$ cat config.mk
export PLATFORM = sky130hd
export DESIGN_NAME = scard_atr_seq
export DESIGN_NICKNAME = d
export VERILOG_FILES = /design/src/rtl/scard_atr_pkg.sv /design/src/rtl/scard_phase_timer.sv /design/src/rtl/scard_settle.sv /design/src/rtl/scard_atr_shreg.sv /design/src/rtl/scard_atr_fsm.sv /design/src/rtl/scard_atr_seq.sv
export SDC_FILE = /design/constraint.sdc
export NUM_CORES = 1
export LEC_CHECK = 0
export ABC_AREA = 1
export BUFFER_PORTS_ARGS = -buffer_cell sky130_fd_sc_hd__buf_2
export CORE_ASPECT_RATIO = 0.75
export CORE_MARGIN = 5
export CORE_UTILIZATION = 60
export CTS_CLUSTER_DIAMETER = 200
export DETAILED_ROUTE_END_ITERATION = 10
export PLACE_DENSITY_LB_ADDON = 0.25
export SLEW_MARGIN = 25
export SYNTH_ARGS = -nofsm -noshare
export SYNTH_HDL_FRONTEND = slang
export SYNTH_HIERARCHICAL = 1
export SYNTH_SLANG_ARGS = --single-unit
$ cat constraint.sdc
create_clock -name clk -period 4 [get_ports clk]
set_clock_uncertainty 0.2 [all_clocks]
set_input_delay 0 -clock clk [delete_from_list [all_inputs] [get_ports clk]]
set_output_delay 0 -clock clk [all_outputs]
set_load 0.1 [all_outputs]
$ cat src/rtl/scard_atr_pkg.sv
package scard_atr_pkg;

    localparam int ATR_BITS = 32;
    localparam int MIN_HALF = 2;

    typedef enum logic [2:0] {
        ST_IDLE,
        ST_POWER,
        ST_RST_SETUP,
        ST_RST_CLK_HI,
        ST_RST_CLK_LO,
        ST_ANS_LO,
        ST_ANS_HI,
        ST_SESSION
    } seq_state_e;

    typedef struct packed {
        logic pwr;
        logic rst;
        logic clk;
        logic listen;
    } card_pins_t;

    localparam card_pins_t PINS_OFF = '{pwr: 1'b0, rst: 1'b0, clk: 1'b0, listen: 1'b0};

    function automatic int unsigned eff_half(input int unsigned req);
        return (req < MIN_HALF) ? MIN_HALF : req;
    endfunction

    function automatic logic is_timed(input seq_state_e s);
        return (s == ST_RST_SETUP) || (s == ST_RST_CLK_HI) || (s == ST_RST_CLK_LO) ||
               (s == ST_ANS_LO) || (s == ST_ANS_HI);
    endfunction

endpackage

$ cat src/rtl/scard_phase_timer.sv
module scard_phase_timer
    import scard_atr_pkg::*;
#(
    parameter int DIV_W = 8
) (
    input  logic             clk,
    input  logic             rst,
    input  logic             load_i,
    input  logic [DIV_W-1:0] half_i,
    input  logic             run_i,
    output logic             ph_end_o
);

    logic [DIV_W-1:0] half_q;
    logic [DIV_W-1:0] cnt_q;

    always_ff @(posedge clk) begin
        if (rst) begin
            half_q <= DIV_W'(MIN_HALF);
        end else if (load_i) begin
            half_q <= DIV_W'(eff_half(32'(half_i)));
        end
    end

    assign ph_end_o = run_i && (cnt_q == (half_q - DIV_W'(1)));

    always_ff @(posedge clk) begin
        if (rst || !run_i) begin
            cnt_q <= '0;
        end else if (ph_end_o) begin
            cnt_q <= '0;
        end else begin
            cnt_q <= cnt_q + DIV_W'(1);
        end
    end

    AST_PHASE_IN_RANGE: assert property (@(posedge clk) disable iff (rst)
        run_i |-> (cnt_q < half_q)) else $error("phase counter beyond period");
    AST_HALF_FLOOR: assert property (@(posedge clk) disable iff (rst)
        half_q >= DIV_W'(MIN_HALF)) else $error("period below floor");

endmodule

$ cat src/rtl/scard_settle.sv
module scard_settle #(
    parameter int SET_W = 8
) (
    input  logic             clk,
    input  logic             rst,
    input  logic             arm_i,
    input  logic             pwr_ok_i,
    input  logic [SET_W-1:0] settle_i,
    output logic             ready_o
);

    logic [SET_W-1:0] cnt_q;

    assign ready_o = arm_i && pwr_ok_i && (cnt_q == settle_i);

    always_ff @(posedge clk) begin
        if (rst || !arm_i || !pwr_ok_i) begin
            cnt_q <= '0;
        end else if (!ready_o) begin
            cnt_q <= cnt_q + SET_W'(1);
        end
    end

endmodule

$ cat src/rtl/scard_atr_shreg.sv
module scard_atr_shreg #(
    parameter int W = 32
) (
    input  logic         clk,
    input  logic         rst,
    input  logic         clear_i,
    input  logic         shift_i,
    input  logic         bit_i,
    output logic [W-1:0] data_o
);

    logic [W-1:0] data_q;

    always_ff @(posedge clk) begin
        if (rst || clear_i) begin
            data_q <= '0;
        end else if (shift_i) begin
            data_q <= {bit_i, data_q[W-1:1]};
        end
    end

    assign data_o = data_q;

    AST_ATR_HOLD: assert property (@(posedge clk) disable iff (rst)
        (!shift_i && !clear_i) |=> $stable(data_q)) else $error("answer word moved");

endmodule

$ cat src/rtl/scard_atr_fsm.sv
module scard_atr_fsm
    import scard_atr_pkg::*;
#(
    parameter int ATR_W = ATR_BITS
) (
    input  logic       clk,
    input  logic       rst,
    input  logic       start_i,
    input  logic       abort_i,
    input  logic       settle_ok_i,
    input  logic       ph_end_i,
    output card_pins_t pins_o,
    output logic       run_o,
    output logic       arm_o,
    output logic       load_o,
    output logic       shift_o,
    output logic       done_o,
    output logic       busy_o
);

    localparam int CNT_W = (ATR_W > 1) ? $clog2(ATR_W) : 1;
    localparam logic [CNT_W-1:0] LAST_BIT = CNT_W'(ATR_W - 1);

    seq_state_e       state_q;
    card_pins_t       pins_q;
    logic [CNT_W-1:0] bit_q;
    logic             done_q;
    logic             resting;

    assign resting = (state_q == ST_IDLE) || (state_q == ST_SESSION);
    assign load_o  = resting && start_i && !abort_i;
    assign run_o   = is_timed(state_q);
    assign arm_o   = (state_q == ST_POWER);
    assign shift_o = (state_q == ST_ANS_LO) && ph_end_i && !abort_i;
    assign busy_o  = !resting;
    assign pins_o  = pins_q;
    assign done_o  = done_q;

    always_ff @(posedge clk) begin
        if (rst) begin
            state_q <= ST_IDLE;
            pins_q  <= PINS_OFF;
            bit_q   <= '0;
            done_q  <= 1'b0;
        end else begin
            done_q <= 1'b0;
            if (abort_i) begin
                state_q <= ST_IDLE;
                pins_q  <= PINS_OFF;
                bit_q   <= '0;
            end else begin
                case (state_q)
                    ST_IDLE, ST_SESSION: begin
                        if (start_i) begin
                            state_q     <= ST_POWER;
                            pins_q      <= PINS_OFF;
                            pins_q.pwr  <= 1'b1;
                            bit_q       <= '0;
                        end
                    end
                    ST_POWER: begin
                        if (settle_ok_i) begin
                            pins_q.rst <= 1'b1;
                            state_q    <= ST_RST_SETUP;
                        end
                    end
                    ST_RST_SETUP: begin
                        if (ph_end_i) begin
                            pins_q.clk <= 1'b1;
                            state_q    <= ST_RST_CLK_HI;
                        end
                    end
                    ST_RST_CLK_HI: begin
                        if (ph_end_i) begin
                            pins_q.clk <= 1'b0;
                            state_q    <= ST_RST_CLK_LO;
                        end
                    end
                    ST_RST_CLK_LO: begin
                        if (ph_end_i) begin
                            pins_q.rst    <= 1'b0;
                            pins_q.listen <= 1'b1;
                            state_q       <= ST_ANS_LO;
                        end
                    end
                    ST_ANS_LO: begin
                        if (ph_end_i) begin
                            pins_q.clk <= 1'b1;
                            state_q    <= ST_ANS_HI;
                            if (bit_q == LAST_BIT) begin
                                done_q <= 1'b1;
                            end
                        end
                    end
                    ST_ANS_HI: begin
                        if (ph_end_i) begin
                            pins_q.clk <= 1'b0;
                            if (bit_q == LAST_BIT) begin
                                pins_q.listen <= 1'b0;
                                state_q       <= ST_SESSION;
                            end else begin
                                bit_q   <= bit_q + CNT_W'(1);
                                state_q <= ST_ANS_LO;
                            end
                        end
                    end
                    default: begin
                        state_q <= ST_IDLE;
                        pins_q  <= PINS_OFF;
                    end
                endcase
            end
        end
    end

    AST_RST_NEEDS_PWR: assert property (@(posedge clk) disable iff (rst)
        pins_q.rst |-> pins_q.pwr) else $error("reset without power");
    AST_RST_FALL_CLK_LOW: assert property (@(posedge clk) disable iff (rst)
        $fell(pins_q.rst) |-> (!pins_q.clk && $past(!pins_q.clk))) else $error("reset released near clock");
    AST_CLK_HIGH_MIN: assert property (@(posedge clk) disable iff (rst)
        ($rose(pins_q.clk) && !abort_i) |=> pins_q.clk) else $error("clock high too short");
    AST_DONE_SINGLE: assert property (@(posedge clk) disable iff (rst)
        done_q |=> !done_q) else $error("done longer than one cycle");
    AST_LISTEN_NO_RST: assert property (@(posedge clk) disable iff (rst)
        pins_q.listen |-> !pins_q.rst) else $error("listen during reset");
    AST_ABORT_CLEARS: assert property (@(posedge clk) disable iff (rst)
        abort_i |=> (!pins_q.pwr && !pins_q.rst && !pins_q.clk && !pins_q.listen && resting))
        else $error("abort left card active");

endmodule

$ cat src/rtl/scard_atr_seq.sv
module scard_atr_seq
    import scard_atr_pkg::*;
#(
    parameter int DIV_W = 8,
    parameter int SET_W = 8,
    parameter int ATR_W = ATR_BITS
) (
    input  logic             clk,
    input  logic             rst,
    input  logic             start_i,
    input  logic             abort_i,
    input  logic             pwr_ok_i,
    input  logic [DIV_W-1:0] half_per_i,
    input  logic [SET_W-1:0] settle_i,
    input  logic             card_io_i,
    output logic             card_pwr_o,
    output logic             card_rst_o,
    output logic             card_clk_o,
    output logic             io_listen_o,
    output logic [ATR_W-1:0] atr_word_o,
    output logic             atr_done_o,
    output logic             busy_o
);

    card_pins_t pins;
    logic       run, arm, load, shift, ph_end, settle_ok;

    scard_atr_fsm #(.ATR_W(ATR_W)) u_fsm (
        .clk         (clk),
        .rst         (rst),
        .start_i     (start_i),
        .abort_i     (abort_i),
        .settle_ok_i (settle_ok),
        .ph_end_i    (ph_end),
        .pins_o      (pins),
        .run_o       (run),
        .arm_o       (arm),
        .load_o      (load),
        .shift_o     (shift),
        .done_o      (atr_done_o),
        .busy_o      (busy_o)
    );

    scard_phase_timer #(.DIV_W(DIV_W)) u_timer (
        .clk      (clk),
        .rst      (rst),
        .load_i   (load),
        .half_i   (half_per_i),
        .run_i    (run),
        .ph_end_o (ph_end)
    );

    scard_settle #(.SET_W(SET_W)) u_settle (
        .clk      (clk),
        .rst      (rst),
        .arm_i    (arm),
        .pwr_ok_i (pwr_ok_i),
        .settle_i (settle_i),
        .ready_o  (settle_ok)
    );

    scard_atr_shreg #(.W(ATR_W)) u_shreg (
        .clk     (clk),
        .rst     (rst),
        .clear_i (load),
        .shift_i (shift),
        .bit_i   (card_io_i),
        .data_o  (atr_word_o)
    );

    assign card_pwr_o  = pins.pwr;
    assign card_rst_o  = pins.rst;
    assign card_clk_o  = pins.clk;
    assign io_listen_o = pins.listen;

endmodule

# Yosys cells after proc, flatten, opt, wreduce, memory -nomap -nowiden
# Cells that the tools add are included.
[word_totals] register_bits=69 output_inout_bits=38 word_cells=99
[classes] muxes=24 eq_ne=20 addsub=4 n_reduce_logical=37 n_lt_le_gt_ge=1 bitwise=2
[op_table] op="$mux W3" count=8
[op_table] op="$pmux W3 S7" count=1
[op_table] op="$add A8 B1 Y8 const B" count=2
[op_table] op="$eq A8 B8 Y1" count=2
[op_table] op="$mux W5" count=3
[op_table] op="$eq A3 B3 Y1 const B" count=4
[op_table] op="$ne A2 B1 Y1 const B" count=6
[op_table] op="$pmux W5 S2" count=1
[op_table] op="$reduce_and A5 Y1" count=2
[op_table] op="$logic_or A1 B1 Y1" count=9
[op_table] op="$lt A8 B2 Y1 const B" count=1
[op_table] op="$mux W8" count=1
[op_table] op="$ne A2 B2 Y1 const B" count=4
[op_table] op="$reduce_and A4 Y1" count=2
[op_table] op="$reduce_or A2 Y1" count=4
[op_table] op="$sub A8 B1 Y8 const B" count=1
[op_table] op="$logic_and A1 B1 Y1" count=7
[op_table] op="$reduce_and A7 Y1" count=1
[op_table] op="$eq A3 B2 Y1 const B" count=2
[op_table] op="$pmux W1 S3" count=2
[op_table] op="$reduce_bool A3 Y1" count=2
[op_table] op="$add A5 B1 Y5 const B" count=1
[op_table] op="$eq A5 B5 Y1 const B" count=1
[op_table] op="$logic_not A1 Y1" count=5
[op_table] op="10 further kinds" count=16

# Logic depth before layout (Yosys ltp)
# Gate-level depths: netlist (run 1).
[depth] depth_word=8 ltp_mapped=21 mapped_depth_nobuf=20

# Hierarchy
# Netlist (run 1), hierarchy kept.
[modules_own_cells] mod="scard_atr_shreg" instances=1 area_each_um2=1353.8 cells_per_inst=203
[modules_own_cells] mod="scard_atr_fsm" instances=1 area_each_um2=909.6 cells_per_inst=138
[modules_own_cells] mod="scard_phase_timer" instances=1 area_each_um2=903.4 cells_per_inst=135
[modules_own_cells] mod="scard_settle" instances=1 area_each_um2=638.1 cells_per_inst=107

# Worst setup path after synthesis (run 1)
# No wires, ideal clock.
[synth_path] path_kind="reg-to-reg" startpoint="reg, netlist name u_timer/half_q[0]" endpoint="reg u_timer.half_q[1]" t_required_ns=3.681 arrival_time_ns=2.384 path_buffers=1 slack_ns=1.298 setup_time_ns=0.119 path_stages_with_launch=20 cell_sequence="dfxtp_1 -> inv_1 -> ha_1 -> nand2_1 -> nand3_1 -> nor2_1 -> nand3_1 -> nor2_1 -> nand2_1 -> inv_1 -> inv_1 -> nand2_1 -> nand2_4 -> nor2_4 -> nand2_2 -> nor2_1 -> clkbuf_1 -> nand3_1 -> o21ai_0 -> nand2_1"
[synth_lines] item="end signal, assigned" line_no="scard_phase_timer.sv:19" rtl="half_q <= DIV_W'(MIN_HALF);"
[synth_lines] item="end signal, assigned" line_no="scard_phase_timer.sv:21" rtl="half_q <= DIV_W'(eff_half(32'(half_i)));"
[synth_lines] item="end, declared" line_no="scard_phase_timer.sv:14" rtl="logic [DIV_W-1:0] half_q;"

# Final worst setup path (run 1)
[layout_path] startpoint="reg u_fsm.state_q[2]" endpoint="reg u_timer.half_q[4]"
[layout_between] elab_chain_len=4
[layout_rtl] item="start, declared" line_no="scard_atr_fsm.sv:24" rtl="seq_state_e state_q;"
[layout_rtl] item="start signal, assigned" line_no="scard_atr_fsm.sv:41" rtl="state_q <= ST_IDLE;"
[layout_rtl] item="start signal, assigned" line_no="scard_atr_fsm.sv:48" rtl="state_q <= ST_IDLE;"
[layout_rtl] item="start signal, assigned" line_no="scard_atr_fsm.sv:55" rtl="state_q <= ST_POWER;"
[layout_rtl] item="$eq A3 B3 Y1 or $logic_not A3 Y1 (tied branches)" line_no="scard_atr_fsm.sv:30" rtl="assign resting = (state_q == ST_IDLE) || (state_q == ST_SESSION);"
[layout_rtl] item="$logic_or A1 B1 Y1 *" line_no="scard_atr_fsm.sv:30"
[layout_rtl] item="$logic_and A1 B1 Y1 * (2 in series)" line_no="scard_atr_fsm.sv:31" rtl="assign load_o = resting && start_i && !abort_i;"
[layout_rtl] item="net load" line_no="scard_atr_seq.sv:26" rtl="logic run, arm, load, shift, ph_end, settle_ok;"
# Mark *: on every way through the listed nets, which the timed path passes. The rest lies on a longest branch.
# A chain may end at the register's enable or synchronous reset.

==> results of run 1 <==
-- placed cells by master, fill, tap and decap left out, types with 9 or more instances in the layout --
master,synthesis,final
sky130_fd_sc_hd__a21oi_1,14,14
sky130_fd_sc_hd__buf_2,0,59
sky130_fd_sc_hd__clkbuf_8,0,9
sky130_fd_sc_hd__dfxtp_1,69,69
sky130_fd_sc_hd__dlygate4sd3_1,0,23
sky130_fd_sc_hd__inv_1,77,77
sky130_fd_sc_hd__nand2_1,161,161
sky130_fd_sc_hd__nand2_2,12,12
sky130_fd_sc_hd__nand3_1,23,23
sky130_fd_sc_hd__nor2_1,128,127
sky130_fd_sc_hd__o21ai_0,10,10
sky130_fd_sc_hd__xor2_1,9,9
-- power by group --
group | total [mW] | internal (mW) | switching, mW
clock | 0.592 | 0.297 | 0.294
sequential | 0.723 | 0.702 | 0.0211
combinational | 0.260 | 0.0942 | 0.166
-- per-stage QoR --
stage,power (mW),instances
after global routing,1.654,751
after floorplan,0.9228,583
after CTS,1.583,750
after detailed placement,0.9665,711
after global placement,0.9621,711
final,1.574,751
-- logic make-up (layout without fill, tap and decap cells) --
| group | count (synthesis) | count (layout) | share of synthesized area |
|---|---|---|---|
| and+or+nand+nor | 358 | 359 | 0.4071 |
| adders and majority gates | 5 | 5 | 0.01644 |
| DFF | 69 | 69 | 0.3630 |
| xor gates and xnor gates | 15 | 15 | 0.03453 |
| buffers and inverters | 101 | 187 | 0.1250 |
| AOI/OAI and AO/OA | 35 | 35 | 0.05393 |
-- registers in the layout, indices dropped and copies added (netlist names) --
signal,count
u_shreg/data_o,32
u_settle/cnt_q,8
u_timer/cnt_q,8
u_timer/half_q,8
u_fsm/bit_q,5
u_fsm/pins_o,4
u_fsm/state_q,3
u_fsm/done_o,1
-- final timing paths --
path | from | to | slack [ps]
min | start_i | u_fsm/state_q[0] | 30
max reg2reg | u_fsm/state_q[2] | u_timer/half_q[4] | 510
max | u_fsm/state_q[2] | u_timer/half_q[4] | 510
min reg2reg | u_fsm/pins_o[3] | u_fsm/pins_o[3] | 270
-- metal layers --
metal,share of wire,track usage,vias to the layer above
met5,0,0,-
met4,0.019,0.07995,0
met3,0.059,0.05970,20
met2,0.44,0.3499,88
met1,0.48,0.2890,1605
li1,-,-,1920
-- critical path, stage by stage (launching register included) --
cell and delay [ps]:
sky130_fd_sc_hd__dfxtp_1 630, sky130_fd_sc_hd__nand2_2 150, sky130_fd_sc_hd__nand2_1 130, sky130_fd_sc_hd__nand3_1 100, sky130_fd_sc_hd__nor2_1 90, sky130_fd_sc_hd__nand3_1 80, sky130_fd_sc_hd__nor2_1 80, sky130_fd_sc_hd__nand2_1 100
sky130_fd_sc_hd__inv_1 90, sky130_fd_sc_hd__inv_1 70, sky130_fd_sc_hd__nand2_1 110, sky130_fd_sc_hd__nand2_4 80, sky130_fd_sc_hd__nor2_4 150, sky130_fd_sc_hd__nand2_2 90, sky130_fd_sc_hd__nor2_1 90, sky130_fd_sc_hd__buf_4 210
sky130_fd_sc_hd__inv_1 130, sky130_fd_sc_hd__o21ai_0 170, sky130_fd_sc_hd__dlygate4sd3_1 580, sky130_fd_sc_hd__a21oi_1 40
-- timing repair --
item	in CTS	in global routing
hold buffers	23	0
endpoints found under the setup margin	0	2
endpoints found under the hold margin	64	0
-- layout make-up --
class | instances | area [um2] | share of cell area
Clock inverter | 7 | 82.58 | 0.01825
Clock buffer | 9 | 123.9 | 0.02738
Sequential cell | 69 | 1381 | 0.3053
Inverter | 86 | 325.3 | 0.07190
Tap cell | 81 | 101.3 | 0.02240
Timing Repair Buffer | 85 | 548.0 | 0.1211
Multi-Input combinational cell | 414 | 1962 | 0.4336
==> implementation parameters, run 1 <==
Parameter                              Value

Clock tree
  Setup Buffers After CTS    0
  H-tree depth    3
  TritonCTS clock tree    done
  Clock slew seen by the registers of the worst setup and hold paths    80 ps
  Post_cts resized    0
  Maximum buffer depth of the clock tree    2
  Number of sinks handled by clock tree synthesis    69
  Clk Tree Root Cell    sky130_fd_sc_hd__clkbuf_8
  CTS buffer count    9
  Worst skew pair latency    between 300 and 400 ps

STA
  Setup violation total in the final timing report    0
  Max Clock Freq    286.6 MHz
  Crit path time final    around 3500 ps
  Setup ws final    slightly above 500 ps
  Actual transition at the worst max-transition pin    654.7 ps
  Share of the cycle needed by the critical path after routing    0.8722
  Final Max Tran Viols    0
  WHS    32.44 ps
  Final Hold Viols    0
  Remaining max-slew budget at the tightest pin    0.5631
  Setup TNS    0 ps
  Unrepaired setup endpoints after global routing    false

Floorplanning
  Standard cell core area    6225 um2
  Die W    approximately 100 um
  Site Rows    25
  Count of pins on the block boundary    60
  Die ar.    8050 um2
  Effective utilization at floorplan    0.6113
  Vertical die dimension    78.97 um

GRT
  Initial antenna violation count    0
  GRT Total Usage    0.2208
  Maximum number of pins on one net before global-route repair    33
  First-pass GRT wire length    about 14,000 um
  Vias in the first global route    3,288
  Total overflow reported by the global router    0

Drt
  First-pass iteration count of the detailed router    6
  Initial DRC Count    177
  Detailed-route DRC error count    0
  Avg Vias per Cell    4.838
  Detail Route Antenna Nets    0
  Via count    3,633
  Final routed wirelength across all metal layers    8593 um
  Drt wl/cell    11.44 um

Synth
  Synthesis-stage register bit count    69
  Sequential area share after synthesis    0.3630
  Most common cell in the netlist    sky130_fd_sc_hd__nand2_1
  Async S/R FF share, synth    0
  Most used standard cells in the synthesized netlist    161 x sky130_fd_sc_hd__nand2_1, 128 x sky130_fd_sc_hd__nor2_1, 77 x sky130_fd_sc_hd__inv_1, 69 x sky130_fd_sc_hd__dfxtp_1, 23 x sky130_fd_sc_hd__nand3_1
  Number of distinct standard cells referenced by the synthesized netlist    33
  Prevailing post-synth register cell    sky130_fd_sc_hd__dfxtp_1
  Avg Cell Area, Syn    ~6.5 um2
  Synthesized netlist cell count    583
  Leading post-synthesis cells by cell area    sky130_fd_sc_hd__dfxtp_1 36%, sky130_fd_sc_hd__nand2_1 16%, sky130_fd_sc_hd__nor2_1 13%
  Syn_nets    610
  Number of warnings issued by yosys    6
  Post-synth top area cell    sky130_fd_sc_hd__dfxtp_1
  Fraction of post-synthesis cell area in the top cell type by area    0.3630
  Number of enable-type register cells in the synthesized netlist    0
  Post-synthesis instance area    approximately 3800 um2

Pwr
  Static leakage    2.032 nW
  Pwr per Cell Area    approximately 350 nW/um2
  IR Drop Worst-Case VDD    201.0 uV

Hold path
  Min-Delay Path Class    input port to flop
  Worst Hold Path Cells    5

Placement
  Placement Setup Slack    878.4 ps
  Global placer's final weighted congestion    0.9256
  Half-perimeter wire length of the detailed placement result    5958 um
  Port Buf Inserts    between 50 and 60
  Area of placed instances    slightly above 4000 um2

Critical path
  Critical Path RT    4040 ps
  Kind of start point of the critical path    flop
  Capturing element type of the critical path    flop
  Worst Setup Path Type    flop to flop
  Worst reg2reg path depth    19
  Arrival @ worst endpoint    3530 ps
  Largest fanout on the critical path    13

Run
  Max capacitance violation total    0

Layout
  Diode insertion count for antenna repair    0
  Fin util    0.7268
  Fraction of layout cells with a size suffix above 1    0.1851
  Area overhead of the layout relative to synthesis    18.91%
  Final cell area excluding filler cells    4524 um2
  NumNets Final    roughly 690
  Fill count    a little over 500

Run status
  Result of the run    complete, no violations
(Power assumes the default switching activity.)
==> run 2, diff against run 1 <==
--- a/config.mk
+++ b/config.mk
@@ -6,7 +6,7 @@
 export NUM_CORES = 1
 export LEC_CHECK = 0
 export ABC_AREA = 1
-export BUFFER_PORTS_ARGS = -buffer_cell sky130_fd_sc_hd__buf_2
+export BUFFER_PORTS_ARGS = -buffer_cell sky130_fd_sc_hd__buf_4
 export CORE_ASPECT_RATIO = 0.75
 export CORE_MARGIN = 5
 export CORE_UTILIZATION = 60
==> run 2 against run 1 <==
  * Maximum frequency decreased by 5.2%
  * Worst setup slack got worse by 190 ps
  * First-iteration DRC count increased by 10%
  * Utilization increased by 3.0 points
  * Non-clock buffer count increased by 3
  * Global-route usage increased by 0.91 points
  * Sequential share of layout area decreased by 1.2 points
  * Die area unchanged
  * Critical path depth increased by 1
  * Critical path type unchanged
==> implementation parameters, run 2 (synthesized netlist as in run 1, its figures left out) <==
Parameter                              Value

Run status
  Result of the run    complete, no violations (unchanged)

GRT
  Initial antenna violation count    0 (unchanged)
  Total overflow reported by the global router    0 (unchanged)
  Vias in the first global route    3,295 (was 3,288)
  GRT Total Usage    0.2299 (was 0.2208)
  Maximum number of pins on one net before global-route repair    36 (was 33)
  First-pass GRT wire length    14,860 um (was 14,270 um)

STA
  Share of the cycle needed by the critical path after routing    0.9205 (was 0.8722)
  Crit path time final    3682 ps (was 3489 ps)
  Remaining max-slew budget at the tightest pin    0.5228 (was 0.5631)
  Unrepaired setup endpoints after global routing    false (unchanged)
  Final Hold Viols    0 (unchanged)
  Actual transition at the worst max-transition pin    715.0 ps (was 654.7 ps)
  Setup ws final    318.1 ps (was 511.2 ps)
  Setup violation total in the final timing report    0 (unchanged)
  Max Clock Freq    271.6 MHz (was 286.6 MHz)
  Final Max Tran Viols    0 (unchanged)
  Setup TNS    0 ps (unchanged)

Critical path
  Largest fanout on the critical path    32 (was 13)
  Worst reg2reg path depth    20 (was 19)
  Startpoint of the most critical register-to-register path    u_fsm/state_q[2] (unchanged)
  Crit path max-delay cell type    sky130_fd_sc_hd__dfxtp_1 (unchanged)
  Flop2flop setup slack    320 ps (was 510 ps)
  Count of buffer and inverter cells on the critical path    5 (unchanged)
  Worst path max stage delay    650 ps (was 630 ps)
  Cell chain of the critical path    inv_4 > nand2_1 > nand2_1 > nand3_1 > nor2_1 > nand3_1 > nor2_1 > nand2_1 > inv_1 > inv_1 > nand2_1 > nand2_4 > nor2_4 > nand2_2 > nor2_1 > buf_4 > nor2_4 > nand2_1 > dlygate4sd3_1 > nor2_1 (was nand2_2 > nand2_1 > nand3_1 > nor2_1 > nand3_1 > nor2_1 > nand2_1 > inv_1 > inv_1 > nand2_1 > nand2_4 > nor2_4 > nand2_2 > nor2_1 > buf_4 > inv_1 > o21ai_0 > dlygate4sd3_1 > a21oi_1)
  Reg-to-reg critical path endpoint    u_shreg/data_o[31] (was u_timer/half_q[4])
  Crit-path most repeated cell    sky130_fd_sc_hd__nand2_1
  Critical Path RT    4090 ps (was 4040 ps)
  Family with the most delay on the worst path    simple AND/OR/NAND/NOR gates (unchanged)
  Kind of start point of the critical path    flop (unchanged)
  Capturing element type of the critical path    flop (unchanged)
  Worst Setup Path Type    flop to flop (unchanged)
  Arrival @ worst endpoint    3770 ps (was 3530 ps)

Pwr
  Static leakage    2.063 nW (was 2.032 nW)
  Net switching power    0.4764 mW (was 0.4813 mW)
  Reg power frac    0.443 (was 0.459)
  IR Drop Worst-Case VDD    276.6 uV (was 201.0 uV)
  Total power consumption of the routed design    1.634 mW (was 1.574 mW)
  Internal portion of total power    1.157 mW (was 1.093 mW)
  Clock share of power    0.394 (was 0.376)
  Switching Share    0.2916 (was 0.3057)
  Combinational share of power    0.164 (was 0.165)
  Pwr per Cell Area    346.7 nW/um2 (was 348.0 nW/um2)

Hold path
  Hold path startpoint    settle_i[5] (was start_i)
  Hold worst-path end    u_settle/cnt_q[0] (was u_fsm/state_q[0])
  Min-Delay Path Class    input port to flop (unchanged)
  Worst Hold Path Cells    8 (was 5)

Floorplanning
  Die W    102.0 um (unchanged)
  Die ar.    8050 um2 (unchanged)
  Count of pins on the block boundary    60 (unchanged)
  Vertical die dimension    78.97 um (unchanged)
  Site Rows    25 (unchanged)
  Standard cell core area    6225 um2 (unchanged)
  Effective utilization at floorplan    0.6113 (unchanged)

Clock tree
  Clock slew seen by the registers of the worst setup and hold paths    80 ps (about the same)
  Post_cts resized    0 (unchanged)
  Number of sinks handled by clock tree synthesis    69 (unchanged)
  Maximum buffer depth of the clock tree    2 (unchanged)
  TritonCTS clock tree    done (unchanged)
  Clk Tree Root Cell    sky130_fd_sc_hd__clkbuf_8 (unchanged)
  Worst skew pair latency    350 ps (about the same)
  CTS buffer count    9 (unchanged)
  H-tree depth    3 (unchanged)

Placement
  Half-perimeter wire length of the detailed placement result    6235 um (was 5958 um)
  Number of placed instances with taps included    711 (unchanged)
  Port Buf Inserts    59 (unchanged)
  Global placer's final weighted congestion    0.9017 (was 0.9256)
  Placement Setup Slack    886.9 ps (was 878.4 ps)

Layout
  Fraction of layout cells with a size suffix above 1    0.1872 (was 0.1851)
  Fin util    0.7570 (was 0.7268)
  Most frequent cells in the layout    161 x sky130_fd_sc_hd__nand2_1, 127 x sky130_fd_sc_hd__nor2_1, 77 x sky130_fd_sc_hd__inv_1 (unchanged)
  Most frequent standard cell in the layout excluding fill and tap cells    sky130_fd_sc_hd__nand2_1 (unchanged)
  NumNets Final    695 (was 692)
  Area overhead of the layout relative to synthesis    23.84% (was 18.91%)
  Non-filler cells, final    754 (was 751)
  Diode insertion count for antenna repair    0 (unchanged)
  Flip-flop count of the largest register after layout    32 (unchanged)

Drt
  Drt wl/cell    11.89 um (was 11.44 um)
  Detail Route Antenna Nets    0 (unchanged)
  Via count    3,677 (was 3,633)
  Avg Vias per Cell    4.877 (was 4.838)
  Detailed-route DRC error count    0 (unchanged)
  First-pass iteration count of the detailed router    4 (was 6)
  Initial DRC Count    195 (was 177)
  Final routed wirelength across all metal layers    8965 um (was 8593 um)

Run
  Max capacitance violation total    0 (unchanged)
[run 2: cell count changes in the layout (fill, tap and decap cells not counted), sizes merged]
cell / before / now
inv: 88 / 86
clkinv: 2 / 3
buf: 62 / 64
bufinv: 1 / 2
dlygate4sd3: 23 / 24
[run 2: layout make-up]
type                    instances  area [um2]
flip-flops and latches         69        1381
clock buffers                   9       123.9
fillers                       473        1513
clock inverters                 7       97.59
well taps                      81       101.3
multi-input cells             414        1962
repair buffers                 88       720.7
inverters                      86       325.3
[run 2: stage by stage]
stage	area, um2	hold WS (ps)
3_3_place_gp	4229	36.95
2_1_floorplan	3805	-65.10
3_5_place_dp	4229	34.72
4_1_cts	4691	17.87
6_report	4712	22.98
5_1_grt	4712	57.05
[run 2: tightest hold or removal path: cells and delay by family]
kind | cells | cell delay, ps
simple gates | 7 | 440
buf+inv | 1 | 90
[run 2: power by group through the flow]
| stage | Clock (mW) | Combinational [mW] | Sequential, mW |
|---|---|---|---|
| after detailed placement | 0 | 0.238 | 0.738 |
| after global routing | 0.685 | 0.299 | 0.725 |
| final | 0.643 | 0.267 | 0.723 |
| after global placement | 0 | 0.234 | 0.738 |
| after CTS | 0.650 | 0.263 | 0.723 |
| after floorplan | 0 | 0.173 | 0.750 |
[run 2: what timing repair did]
item / in CTS / in global routing
endpoints found under the hold margin: 65 / 0
hold buffers: 24 / 0
setup endpoints to repair: 0 / 1
buffers inserted: 0 / 2
[run 2: how the worst max path moves through the flow]
| stage | from | to | slack [ps] | cells past startpoint |
|---|---|---|---|---|
| floorplan | u_timer/half_q[0] | u_timer/half_q[1] | 1300 | 19 |
| global placement | u_fsm/state_q[2] | u_shreg/data_o[3] | 980 | 19 |
| detailed placement | u_fsm/state_q[2] | u_shreg/data_o[1] | 890 | 19 |
| CTS | u_fsm/state_q[2] | u_shreg/data_o[31] | 190 | 15 |
| global route | u_fsm/state_q[2] | u_shreg/data_o[31] | 30 | 20 |
| finish | u_fsm/state_q[2] | u_shreg/data_o[31] | 320 | 20 |
[run 2: metal layers]
layer | vias up | routed length (um) | GRT usage
met1 | 1650 | 4227 | 0.3104
met2 | 82 | 4079 | 0.3610
li1 | 1932 | - | -
met4 | 0 | 136 | 0.08126
met5 | - | 0 | 0
met3 | 13 | 522 | 0.05268
==> run 3, diff against run 2 <==
--- a/config.mk
+++ b/config.mk
@@ -8,11 +8,12 @@
 export ABC_AREA = 1
 export BUFFER_PORTS_ARGS = -buffer_cell sky130_fd_sc_hd__buf_4
 export CORE_ASPECT_RATIO = 0.75
-export CORE_MARGIN = 5
+export CORE_MARGIN = 4
 export CORE_UTILIZATION = 60
 export CTS_CLUSTER_DIAMETER = 200
 export DETAILED_ROUTE_END_ITERATION = 10
 export PLACE_DENSITY_LB_ADDON = 0.25
+export RECOVER_POWER = 25
 export SLEW_MARGIN = 25
 export SYNTH_ARGS = -nofsm -noshare
 export SYNTH_HDL_FRONTEND = slang
==> run 3 against run 2 <==
  * Global-route usage shrank 0.43 points
  * Wire length shrank 5.4%
  * Clock-buffer cell count is the same
  * Power shrank 5.6%
  * Non-clock buffer count shrank 3
  * Largest power group unchanged
  * Critical path depth shrank 5
  * Utilization grew 0.58 points
  * Worst setup slack lost 9.8 ps
==> implementation parameters, run 3 (synthesized netlist as in run 1, its figures left out) <==
Parameter                              Value

Drt
  Top routing layer used    met4 (unchanged)
  Length of routed met2 wiring    3991 um (was 4079 um)
  Drt wl/cell    11.35 um (was 11.89 um)
  Via count    3,646 (was 3,677)
  Initial DRC Count    246 (was 195)
  Detail Route Antenna Nets    0 (unchanged)
  Avg Vias per Cell    4.881 (was 4.877)
  Final routed wirelength across all metal layers    8482 um (was 8965 um)
  Wire length on met1    3864 um (was 4227 um)
  Met3 wire length    495 um (was 522 um)
  Detailed-route DRC error count    0 (unchanged)
  First-pass iteration count of the detailed router    5 (was 4)

Layout
  Most frequent standard cell in the layout excluding fill and tap cells    sky130_fd_sc_hd__nand2_1 (unchanged)
  Flip-flop count of the largest register after layout    32 (unchanged)
  Non-filler cells, final    747 (was 754)
  Fill count    480 (was 473)
  Final cell area excluding filler cells    4558 um2 (was 4712 um2)
  Fraction of layout cells with a size suffix above 1    0.1450 (was 0.1872)
  Most frequent cells in the layout    161 x sky130_fd_sc_hd__nand2_1, 126 x sky130_fd_sc_hd__nor2_1, 77 x sky130_fd_sc_hd__inv_1 (was 161 x sky130_fd_sc_hd__nand2_1, 127 x sky130_fd_sc_hd__nor2_1, 77 x sky130_fd_sc_hd__inv_1)
  Area overhead of the layout relative to synthesis    19.80% (was 23.84%)
  Diode insertion count for antenna repair    0 (unchanged)
  NumNets Final    691 (was 695)

STA
  WHS    29.14 ps (was 22.98 ps)
  Actual transition at the worst max-transition pin    1190 ps (was 715.0 ps)
  Max Clock Freq    270.9 MHz (was 271.6 MHz)
  Final Hold Viols    0 (unchanged)
  Final Max Tran Viols    0 (unchanged)
  Remaining max-slew budget at the tightest pin    0.2100 (was 0.5228)
  Crit path time final    3692 ps (was 3682 ps)
  Share of the cycle needed by the critical path after routing    0.9229 (was 0.9205)
  Setup violation total in the final timing report    0 (unchanged)
  Setup TNS    0 ps (unchanged)
  Unrepaired setup endpoints after global routing    false (unchanged)

Critical path
  Worst Setup Path Type    flop to flop (unchanged)
  Cell chain of the critical path    nand2_2 > nand2_1 > nand3_1 > nor2_1 > nand3_1 > nor2_1 > nand2_1 > inv_1 > nand3_1 > nor2_4 > nand2_1 > dlygate4sd3_1 > nand2_1 > dlygate4sd3_1 > nor2_1 (was inv_4 > nand2_1 > nand2_1 > nand3_1 > nor2_1 > nand3_1 > nor2_1 > nand2_1 > inv_1 > inv_1 > nand2_1 > nand2_4 > nor2_4 > nand2_2 > nor2_1 > buf_4 > nor2_4 > nand2_1 > dlygate4sd3_1 > nor2_1)
  Largest fanout on the critical path    25 (was 32)
  Kind of start point of the critical path    flop (unchanged)
  Arrival @ worst endpoint    3740 ps (was 3770 ps)
  Family with the most delay on the worst path    simple AND/OR/NAND/NOR gates (unchanged)
  Worst path max stage delay    630 ps (was 650 ps)
  Crit path max-delay cell type    sky130_fd_sc_hd__dfxtp_1 (unchanged)
  Count of buffer and inverter cells on the critical path    3 (was 5)
  Critical Path RT    4040 ps (was 4090 ps)
  Capturing element type of the critical path    flop (unchanged)
  Crit-path most repeated cell    sky130_fd_sc_hd__nand2_1 (unchanged)

Floorplanning
  Die W    99.95 um (was 102.0 um)
  Vertical die dimension    76.97 um (was 78.97 um)
  Count of pins on the block boundary    60 (unchanged)
  Die ar.    7693 um2 (was 8050 um2)
  Site Rows    24 (was 25)
  Effective utilization at floorplan    0.6367 (was 0.6113)
  Standard cell core area    5976 um2 (was 6225 um2)

Pwr
  Static leakage    1.929 nW (was 2.063 nW)
  Pwr per Cell Area    338.4 nW/um2 (was 346.7 nW/um2)
  Total power consumption of the routed design    1.543 mW (was 1.634 mW)
  IR Drop Worst-Case VDD    244.7 uV (was 276.6 uV)

Clock tree
  H-tree depth    3 (unchanged)
  CTS buffer count    9 (unchanged)
  Number of sinks handled by clock tree synthesis    69 (unchanged)
  Setup Buffers After CTS    0 (unchanged)
  Worst skew pair latency    350 ps (about the same)
  TritonCTS clock tree    done (unchanged)
  Clk Tree Root Cell    sky130_fd_sc_hd__clkbuf_8 (unchanged)
  Maximum buffer depth of the clock tree    2 (unchanged)
  Clock slew seen by the registers of the worst setup and hold paths    70 ps (was 80 ps)

GRT
  GRT Total Usage    0.2257 (was 0.2299)
  Maximum number of pins on one net before global-route repair    33 (was 36)
  First-pass GRT wire length    14,320 um (was 14,860 um)
  Total overflow reported by the global router    0 (unchanged)
  Initial antenna violation count    0 (unchanged)
  Vias in the first global route    3,309 (was 3,295)

Hold path
  Min-Delay Path Class    input port to flop (unchanged)

Placement
  Number of placed instances with taps included    707 (was 711)
  Area of placed instances    4218 um2 (was 4229 um2)
  Port Buf Inserts    59 (unchanged)
  Half-perimeter wire length of the detailed placement result    5694 um (was 6235 um)
  Global placer's final weighted congestion    0.9668 (was 0.9017)

Run
  Max capacitance violation total    0 (unchanged)

Run status
  Result of the run    complete, no violations (unchanged)
==> run 3: what timing repair did <==
action / CTS / global route
endpoints found under the setup margin: 0 / 9
hold buffers: 24 / 0
gates resized for setup: 0 / 2
hold endpoints to repair: 67 / 0
==> run 3: report_power, final <==
group          internal (mW)  total (mW)  leakage [nW]  switching, mW
Combinational         0.0993       0.267          1.27          0.168
Sequential             0.702       0.722         0.558         0.0200
Clock                  0.284       0.554        0.0987          0.269
Total                   1.09        1.54          1.93          0.457
==> run 3: path summary, 6_finish.rpt <==
| path | startpoint | end | slack, ps | depth (start not counted) |
|---|---|---|---|---|
| worst max register to register | u_fsm/state_q[2] | u_shreg/data_o[31] | 310 | 15 |
| worst min-delay path | start_i | u_fsm/state_q[0] | 30 | 5 |
| worst max-delay path | u_fsm/state_q[2] | u_shreg/data_o[31] | 310 | 15 |
| worst min register to register | u_fsm/pins_o[3] | u_fsm/pins_o[3] | 280 | 2 |
==> run 3: worst min-delay path, stage by stage <==
cell,delay [ps]
sky130_fd_sc_hd__buf_4,80
sky130_fd_sc_hd__inv_1,40
sky130_fd_sc_hd__nand3_2,130
sky130_fd_sc_hd__nand3_2,130
sky130_fd_sc_hd__a21oi_1,150
==> run 3: per-layer routing <==
layer	vias to the layer above	track usage
met4	0	0.06685
li1	1922	-
met2	109	0.3822
met3	18	0.04986
met5	-	0
met1	1597	0.2860
==> run 3: final cells by class <==
| class | count | area [um2] | area share |
|---|---|---|---|
| Multi-Input combinational cell | 413 | 1963 | 0.4307 |
| Sequential cell | 69 | 1381 | 0.3030 |
| Timing Repair Buffer | 85 | 600.6 | 0.1318 |
| Inverter | 86 | 325.3 | 0.07137 |
| Clock buffer | 9 | 123.9 | 0.02718 |
| Tap cell | 78 | 97.59 | 0.02141 |
| Clock inverter | 7 | 66.31 | 0.01455 |
==> run 3: through the flow <==
step / setup slack [ps] / utilization
after detailed placement: 682.8 / 0.7058
after floorplan: 1298 / -
after global placement: 804.7 / 0.7058
after global routing: 50.29 / 0.7628
final: 308.3 / 0.7628
after CTS: 103.9 / 0.7778
